===== src/rtl/attn_pkg.sv =====
package attn_pkg;

    localparam int WORD_W  = 16;
    localparam int FLAG_W  = 4;
    localparam int CODE_W  = 3;

    // field positions in the command and status words
    localparam int ACK_LSB = 12;
    localparam int CUC_LSB = 8;
    localparam int RUC_LSB = 4;
    localparam int RST_POS = 7;

    // flag index inside the four-bit flag group
    localparam int FL_DONE  = 3;
    localparam int FL_FRAME = 2;
    localparam int FL_CNA   = 1;
    localparam int FL_RNR   = 0;

    localparam logic [CODE_W-1:0] CUC_NOP     = 3'd0;
    localparam logic [CODE_W-1:0] CUC_START   = 3'd1;
    localparam logic [CODE_W-1:0] CUC_ABORT   = 3'd4;
    localparam logic [CODE_W-1:0] RUC_NOP     = 3'd0;
    localparam logic [CODE_W-1:0] RUC_START   = 3'd1;
    localparam logic [CODE_W-1:0] RUC_RESUME  = 3'd2;
    localparam logic [CODE_W-1:0] RUC_SUSPEND = 3'd3;
    localparam logic [CODE_W-1:0] RUC_ABORT   = 3'd4;

    typedef enum logic [CODE_W-1:0] {
        CU_IDLE = 3'd0,
        CU_SUSP = 3'd1,
        CU_ACT  = 3'd2
    } cu_state_t;

    typedef enum logic [CODE_W-1:0] {
        RU_IDLE  = 3'd0,
        RU_SUSP  = 3'd1,
        RU_READY = 3'd4
    } ru_state_t;

    typedef enum logic [2:0] {
        SEQ_IDLE,
        SEQ_FETCH,
        SEQ_WAIT,
        SEQ_CLEAR,
        SEQ_POST
    } seq_state_t;

    function automatic logic [WORD_W-1:0] pack_status(
        input logic [FLAG_W-1:0] fl,
        input cu_state_t         cu,
        input ru_state_t         ru
    );
        logic [WORD_W-1:0] w;
        w = '0;
        w[ACK_LSB +: FLAG_W] = fl;
        w[CUC_LSB +: CODE_W] = cu;
        w[RUC_LSB +: CODE_W] = ru;
        return w;
    endfunction

endpackage


===== src/rtl/attn_pend_count.sv =====
module attn_pend_count #(
    parameter int CNT_W = 4
) (
    input  logic clk,
    input  logic rst_n,
    input  logic bump_i,
    input  logic take_i,
    output logic pending_o
);
    localparam logic [CNT_W-1:0] CNT_MAX = {CNT_W{1'b1}};

    logic [CNT_W-1:0] cnt_q;
    logic             drain;
    logic             accept;

    assign drain  = take_i && (cnt_q != '0);
    assign accept = bump_i && ((cnt_q != CNT_MAX) || drain);

    always_ff @(posedge clk) begin
        if (!rst_n) begin
            cnt_q <= '0;
        end else if (accept && !drain) begin
            cnt_q <= cnt_q + 1'b1;
        end else if (!accept && drain) begin
            cnt_q <= cnt_q - 1'b1;
        end
    end

    assign pending_o = (cnt_q != '0);

endmodule


===== src/rtl/attn_seq.sv =====
module attn_seq
    import attn_pkg::*;
(
    input  logic clk,
    input  logic rst_n,
    input  logic pending_i,
    input  logic rd_valid_i,
    output logic take_o,
    output logic rd_req_o,
    output logic cap_o,
    output logic apply_o,
    output logic wr_en_o,
    output logic wr_sel_o
);
    seq_state_t state_q;
    seq_state_t state_n;

    always_ff @(posedge clk) begin
        if (!rst_n) begin
            state_q <= SEQ_IDLE;
        end else begin
            state_q <= state_n;
        end
    end

    always_comb begin
        state_n = state_q;
        unique case (state_q)
            SEQ_IDLE:  if (pending_i)  state_n = SEQ_FETCH;
            SEQ_FETCH: state_n = SEQ_WAIT;
            SEQ_WAIT:  if (rd_valid_i) state_n = SEQ_CLEAR;
            SEQ_CLEAR: state_n = SEQ_POST;
            SEQ_POST:  state_n = SEQ_IDLE;
            default:   state_n = SEQ_IDLE;
        endcase
    end

    always_comb begin
        take_o   = 1'b0;
        rd_req_o = 1'b0;
        cap_o    = 1'b0;
        apply_o  = 1'b0;
        wr_en_o  = 1'b0;
        wr_sel_o = 1'b0;
        unique case (state_q)
            SEQ_IDLE:  take_o = pending_i;
            SEQ_FETCH: rd_req_o = 1'b1;
            SEQ_WAIT:  cap_o = rd_valid_i;
            SEQ_CLEAR: begin
                apply_o = 1'b1;
                wr_en_o = 1'b1;
            end
            SEQ_POST: begin
                wr_en_o  = 1'b1;
                wr_sel_o = 1'b1;
            end
            default: ;
        endcase
    end

endmodule


===== src/rtl/attn_unit_ctl.sv =====
module attn_unit_ctl
    import attn_pkg::*;
(
    input  logic              clk,
    input  logic              rst_n,
    input  logic              apply_i,
    input  logic [WORD_W-1:0] word_i,
    input  logic              done_evt_i,
    input  logic              rx_evt_i,
    output cu_state_t         cu_o,
    output ru_state_t         ru_o,
    output logic [FLAG_W-1:0] flags_o,
    output logic              err_o,
    output logic              walk_o
);
    cu_state_t         cu_q, cu_n;
    ru_state_t         ru_q, ru_n;
    logic [FLAG_W-1:0] fl_q, fl_n;
    logic              err_q, walk_q;
    logic              bad_n;
    logic [CODE_W-1:0] cuc;
    logic [CODE_W-1:0] ruc;
    logic              unused_bits;

    assign cuc         = word_i[CUC_LSB +: CODE_W];
    assign ruc         = word_i[RUC_LSB +: CODE_W];
    assign unused_bits = ^{word_i[11], word_i[3:0]};

    always_comb begin
        cu_n  = cu_q;
        ru_n  = ru_q;
        fl_n  = fl_q;
        bad_n = 1'b0;
        if (apply_i) begin
            // acknowledges first, so a flag raised by the same word survives
            fl_n = fl_q & ~word_i[ACK_LSB +: FLAG_W];
            unique case (cuc)
                CUC_NOP:   cu_n = cu_q;
                CUC_START: cu_n = CU_ACT;
                CUC_ABORT: begin
                    cu_n         = CU_SUSP;
                    fl_n[FL_CNA] = 1'b1;
                end
                default:   bad_n = 1'b1;
            endcase
            unique case (ruc)
                RUC_NOP:                ru_n = ru_q;
                RUC_START, RUC_RESUME:  ru_n = RU_IDLE;
                RUC_SUSPEND, RUC_ABORT: begin
                    ru_n         = RU_SUSP;
                    fl_n[FL_RNR] = 1'b1;
                end
                default:                bad_n = 1'b1;
            endcase
        end
        fl_n[FL_DONE]  = fl_n[FL_DONE]  | done_evt_i;
        fl_n[FL_FRAME] = fl_n[FL_FRAME] | rx_evt_i;
        if (apply_i && word_i[RST_POS]) begin
            cu_n = CU_IDLE;
            ru_n = RU_SUSP;
            fl_n = '0;
        end
    end

    always_ff @(posedge clk) begin
        if (!rst_n) begin
            cu_q   <= CU_IDLE;
            ru_q   <= RU_SUSP;
            fl_q   <= '0;
            err_q  <= 1'b0;
            walk_q <= 1'b0;
        end else begin
            cu_q <= cu_n;
            ru_q <= ru_n;
            fl_q <= fl_n;
            if (apply_i) begin
                err_q  <= bad_n;
                walk_q <= (cu_n == CU_ACT);
            end
        end
    end

    assign cu_o    = cu_q;
    assign ru_o    = ru_q;
    assign flags_o = fl_q;
    assign err_o   = err_q;
    assign walk_o  = walk_q;

endmodule


===== src/rtl/attn_cmd_decoder.sv =====
module attn_cmd_decoder
    import attn_pkg::*;
#(
    parameter int PEND_W = 4
) (
    input  logic              clk,
    input  logic              rst_n,
    input  logic              attn_i,
    input  logic              done_evt_i,
    input  logic              rx_evt_i,
    output logic              cmd_rd_req_o,
    input  logic              cmd_rd_valid_i,
    input  logic [WORD_W-1:0] cmd_rd_data_i,
    output logic              scb_wr_en_o,
    output logic              scb_wr_sel_o,
    output logic [WORD_W-1:0] scb_wr_data_o,
    output logic [CODE_W-1:0] cu_state_o,
    output logic [CODE_W-1:0] ru_state_o,
    output logic              walk_start_o,
    output logic              cmd_err_o
);
    logic              pending, take, cap, apply_en, wr_en, wr_sel;
    logic [WORD_W-1:0] word_q;
    cu_state_t         cu;
    ru_state_t         ru;
    logic [FLAG_W-1:0] flags;
    logic              err_l, walk_l;
    logic              post;

    attn_pend_count #(.CNT_W(PEND_W)) u_pend (
        .clk       (clk),
        .rst_n     (rst_n),
        .bump_i    (attn_i),
        .take_i    (take),
        .pending_o (pending)
    );

    attn_seq u_seq (
        .clk        (clk),
        .rst_n      (rst_n),
        .pending_i  (pending),
        .rd_valid_i (cmd_rd_valid_i),
        .take_o     (take),
        .rd_req_o   (cmd_rd_req_o),
        .cap_o      (cap),
        .apply_o    (apply_en),
        .wr_en_o    (wr_en),
        .wr_sel_o   (wr_sel)
    );

    always_ff @(posedge clk) begin
        if (!rst_n) begin
            word_q <= '0;
        end else if (cap) begin
            word_q <= cmd_rd_data_i;
        end
    end

    attn_unit_ctl u_units (
        .clk        (clk),
        .rst_n      (rst_n),
        .apply_i    (apply_en),
        .word_i     (word_q),
        .done_evt_i (done_evt_i),
        .rx_evt_i   (rx_evt_i),
        .cu_o       (cu),
        .ru_o       (ru),
        .flags_o    (flags),
        .err_o      (err_l),
        .walk_o     (walk_l)
    );

    assign post          = wr_en && wr_sel;
    assign scb_wr_en_o   = wr_en;
    assign scb_wr_sel_o  = wr_sel;
    assign scb_wr_data_o = post ? pack_status(flags, cu, ru) : '0;
    assign cu_state_o    = cu;
    assign ru_state_o    = ru;
    assign walk_start_o  = post && walk_l;
    assign cmd_err_o     = post && err_l;

endmodule


===== config.mk =====
export PLATFORM = sky130hd
export DESIGN_NAME = attn_cmd_decoder
export DESIGN_NICKNAME = d
export VERILOG_FILES = /design/src/rtl/attn_pkg.sv /design/src/rtl/attn_pend_count.sv /design/src/rtl/attn_seq.sv /design/src/rtl/attn_unit_ctl.sv /design/src/rtl/attn_cmd_decoder.sv
export SDC_FILE = /design/constraint.sdc
export NUM_CORES = 1
export LEC_CHECK = 0
export CAP_MARGIN = 10
export CORE_MARGIN = 8
export CORE_UTILIZATION = 35
export CTS_CLUSTER_DIAMETER = 150
export DETAILED_ROUTE_END_ITERATION = 10
export DONT_BUFFER_PORTS = 1
export PLACE_DENSITY_LB_ADDON = 0.15
export SYNTH_ARGS = -nofsm -noshare
export SYNTH_HDL_FRONTEND = slang
export SYNTH_SLANG_ARGS = --single-unit

===== constraint.sdc =====
create_clock -name clk -period 2.2 [get_ports clk]
set_clock_uncertainty 0.05 [all_clocks]
set_input_delay 0 -clock clk [delete_from_list [all_inputs] [get_ports clk]]
set_output_delay 0 -clock clk [all_outputs]
set_load 0.02 [all_outputs]

==> results by stage <==
Status:
- The flow ran to the end, and the final reports show no timing, DRC or antenna violations.

Route:
- The overall via count from detail_route is 1231.
- In the final routed layout, each cell accounts on average for 14.4 um.
- The DRC violation total after the first TritonRoute iteration is 64.
- The count of nets left with antenna violations once routing finished came out at 0.
- The vias per cell is ~4.9.
- The total wirelength of the detailed-routed design is 3.62 mm.
- The number of iterations in the first detailed-routing pass is 4.
- The number of DRC violations after detailed routing is 0.

Placement:
- The number of cells after detailed placement is roughly 220.
- The count of buffers inserted at the top-level ports is 0.
- The worst setup timing slack at the placement stage is between 0.015 and 0.02 ns.
- The routability-driven placement congestion ratio is 0.807.
- Detailed placement finished with a half-perimeter wire length of roughly 2.6 mm.

Global routing:
- The wire length of the first global-routing pass is ~5.7 mm.
- For this run the aggregate overflow at the end of global routing stands at 0.
- Global routing used between 10% and 20% of the available tracks.
- The maximum number of pins on one net before global-route repair is 22.
- The initial antenna violation count is 0.
- The via count of the first global-routing pass came to 1239.

Timing:
- The worst path setup slack after routing is between 0.15 and 0.2 ns.
- The portion of the clock cycle consumed by the worst path in the final layout is just over 90%.
- Setup violations remaining at the end of the flow were counted as 0.
- The total negative slack is 0 ns.
- The post-layout minimum cycle time is ~2.0 ns.
- Setup repair after global routing left no endpoint under its margin.
- For this run, the top clock speed supported by timing is approximately 0.49 GHz.
- The count of final hold-check violations is 0.
- For the pin with the worst max-slew slack, the measured transition is ~0.7 ns.
- The relative slew slack is between 50 and 60%.
- The final max-slew violation count was 0.

Synthesis:
- After synthesis, flip-flops and latches occupy 37.8% of the total area.
- Ranked by total cell area, the synthesized netlist is headed by sky130_fd_sc_hd__dfxtp_1 38%, sky130_fd_sc_hd__nand2_1 8.9%, sky130_fd_sc_hd__buf_4 7.1%.
- The top cell type's share of synthesized area is 37.8%.
- After synthesis the cells add up to between 1000 and 1500 um^2.
- The average cell area after synthesis is 8.32 um^2.
- The count of unique library cells instantiated by Yosys is 43.
- The synthesized design contains 0 enable-type register cells.
- In the synthesized netlist the dominant register cell turns out to be sky130_fd_sc_hd__dfxtp_1.
- The number of storage elements in the synthesis netlist is 28.
- The cell count after synthesis came out at roughly 180.
- The fraction of registers with async set/reset is 0%.
- The most common cell in the synthesized netlist is sky130_fd_sc_hd__nand2_1.
- The largest total area in the synthesized netlist belongs to sky130_fd_sc_hd__dfxtp_1.
- By count the netlist is led by 35 x sky130_fd_sc_hd__nand2_1, 28 x sky130_fd_sc_hd__dfxtp_1, 14 x sky130_fd_sc_hd__and2_1, 14 x sky130_fd_sc_hd__buf_4, 11 x sky130_fd_sc_hd__a21boi_1.
- The number of warning messages in the yosys log is 0.

Clock tree:
- TritonCTS created 3 clock buffers.
- For this design, the sink count on the clock tree is 28.
- The longest clock path from root to sink contains 2 buffers.
- The CTS tree is built.
- CTS built an H-tree with a depth of 1.
- The clock network latency to the later pin of the worst-skew pair is ~0.27 ns.
- The tree is rooted in a sky130_fd_sc_hd__clkbuf_8.
- Clock-pin slew was measured on the worst setup and hold paths at about 0.10 ns.

Job:
- The tool flagged a number of max-cap violations equal to 0.

Floorplanning:
- The placeable core region is 4030 um^2.
- The initial utilization of the core area, before any placement, comes to between 30% and 40%.
- The die extent in x is between 80 and 90 um.
- In this run the count of I/O pins placed on the die edge is between 40 and 50.
- The area enclosed by the die boundary is 6570 um^2.
- In this run the core area contains 23 standard-cell rows.
- The overall die height is between 80 and 90 um.

Pwr:
- Across the VDD grid, the largest voltage drop is roughly 0.77 mV.
- The internal power of the cells is around 1.3 mW.
- The leakage power is between 0.7 and 0.8 nW.
- The sequential share of power is about a third.
- The net switching fraction of the power is 34.5%.
- For this design the ratio of total power to cell area is 1090 nW/um^2.
- For this design the total switching power over the nets is around 710 uW.
- Total power for the finished layout comes to 2.06 mW.
- The part of the total power dissipated in the clock network is ~20%.
- The share of power burned in combinational logic is a little under half.

Hold path:
- The worst hold path was traced through 3 stages.
- In this run the worst hold path is classified as in2reg.

Critical path:
- The type of element capturing the critical path is a flop.
- The critical path data required time is roughly 2.3 ns.
- The arrival time at the worst endpoint is about 2.1 ns.
- By startpoint and endpoint, the worst setup path is classified as reg2reg.
- The cell depth of the worst flop-to-flop path is 10.
- Along the worst path, the maximum fanout reaches 3.
- The critical path launch point type is a flop.

Cells and area:
- The finished layout holds about 250 standard cells, fillers aside.
- Measured on the finished design, the core utilization comes to between 40% and 50%.
- The final-layout fill cell count is about 410.
- The number of nets in the layout is between 200 and 250.
- Summing all flip-flop and latch instances after layout gives 564 um^2.
- The number of inserted diodes is 0.
- The area added between synthesis and finish is 27.8%.
- The multi-input combinational cells in the finished layout cover a total of between 900 and 1000 um^2.
- Cells with a size suffix above 1 make up between 10% and 20% of the layout.
-- routing by layer --
metal  GRT usage (%)  part of all wire [%]
met2            19.2                    49
met5               0                     0
met4            3.21                  0.91
met1            12.4                    42
met3            2.87                   7.6
-- placed cells by master (no fill, tap or decap), drive strengths merged, types with 5 or more instances in the layout --
master | netlist | routed
and2 | 14 | 14
a21oi | 9 | 9
nor2 | 8 | 8
nand2 | 35 | 35
nand2b | 5 | 5
buf | 16 | 14
o21ai | 6 | 6
dlygate4sd3 | 0 | 17
dfxtp | 28 | 28
a21boi | 11 | 11
conb | 1 | 10
-- path summary, 6_finish.rpt --
kind,slack (ns),startpoint,end
max reg2reg,0.18,u_pend.cnt_q[1],u_pend.cnt_q[3]
min reg2reg,0.41,word_q[7],word_q[7]
min,0.18,cmd_rd_valid_i,word_q[12]
max,0.18,u_pend.cnt_q[1],u_pend.cnt_q[3]
-- cell type report --
cell class                      instances  share of cell area [%]
Tap cell                               50                    3.30
Clock buffer                            3                    2.18
Inverter                                1                   0.330
Timing Repair Buffer                   31                    15.1
Sequential cell                        28                    29.8
Clock inverter                          1                    1.59
Multi-Input combinational cell        137                    47.7
-- timing repair --
action	4_1_cts	5_1_grt
hold buffers	17	0
pin swaps	0	8
buffers inserted	0	6
endpoints found under the setup margin	1	2
hold endpoints to repair	25	0
resized for setup	1	20
-- critical path, cell delays in order, from the launching register on --
cell and delay (ns):
sky130_fd_sc_hd__dfxtp_2 0.35, sky130_fd_sc_hd__nor4_4 0.29, sky130_fd_sc_hd__nand2b_4 0.18, sky130_fd_sc_hd__ha_4 0.14, sky130_fd_sc_hd__inv_4 0.04, sky130_fd_sc_hd__buf_6 0.12, sky130_fd_sc_hd__ha_4 0.26, sky130_fd_sc_hd__nand3_2 0.07
sky130_fd_sc_hd__a211oi_2 0.22, sky130_fd_sc_hd__a31oi_1 0.07, sky130_fd_sc_hd__mux2i_1 0.12
-- cells by family after synthesis --
family / after synthesis / share of synthesized area [%]
DFF: 28 / 37.8
muxes: 2 / 1.35
xor gates and xnor gates: 4 / 2.37
other: 1 / 0.253
buffers and inverters: 22 / 9.29
and+or+nand+nor: 81 / 29.0
AOI/OAI and AO/OA: 36 / 16.0
adders and majority gates: 4 / 3.89
-- stage by stage --
| step | hold WS, ns | area [um^2] |
|---|---|---|
| final | 0.180 | 1890 |
| after global routing | 0.213 | 1890 |
| after CTS | 0.183 | 1750 |
| after detailed placement | 0.0758 | 1500 |
| after global placement | 0.0716 | 1500 |
| after floorplan | 0.0674 | 1520 |
-- state kept, by name, indices dropped and copies added (netlist names) --
register,cells
u_units.err_o,1
u_pend.cnt_q,4
word_q,11
u_units.ru_o,1
u_units.cu_o,3
u_seq.state_q,3
u_units.flags_o,4
u_units.walk_o,1
-- power by group through the flow --
stage	sequential, mW	clock (mW)	combinational (mW)
finish	0.687	0.411	0.961
global route	0.700	0.440	1.06
CTS	0.657	0.419	0.700
detailed placement	0.664	0	0.662
global placement	0.660	0	0.636
floorplan	0.656	0	0.541
Note: power is estimated with default switching activity, not from simulation.
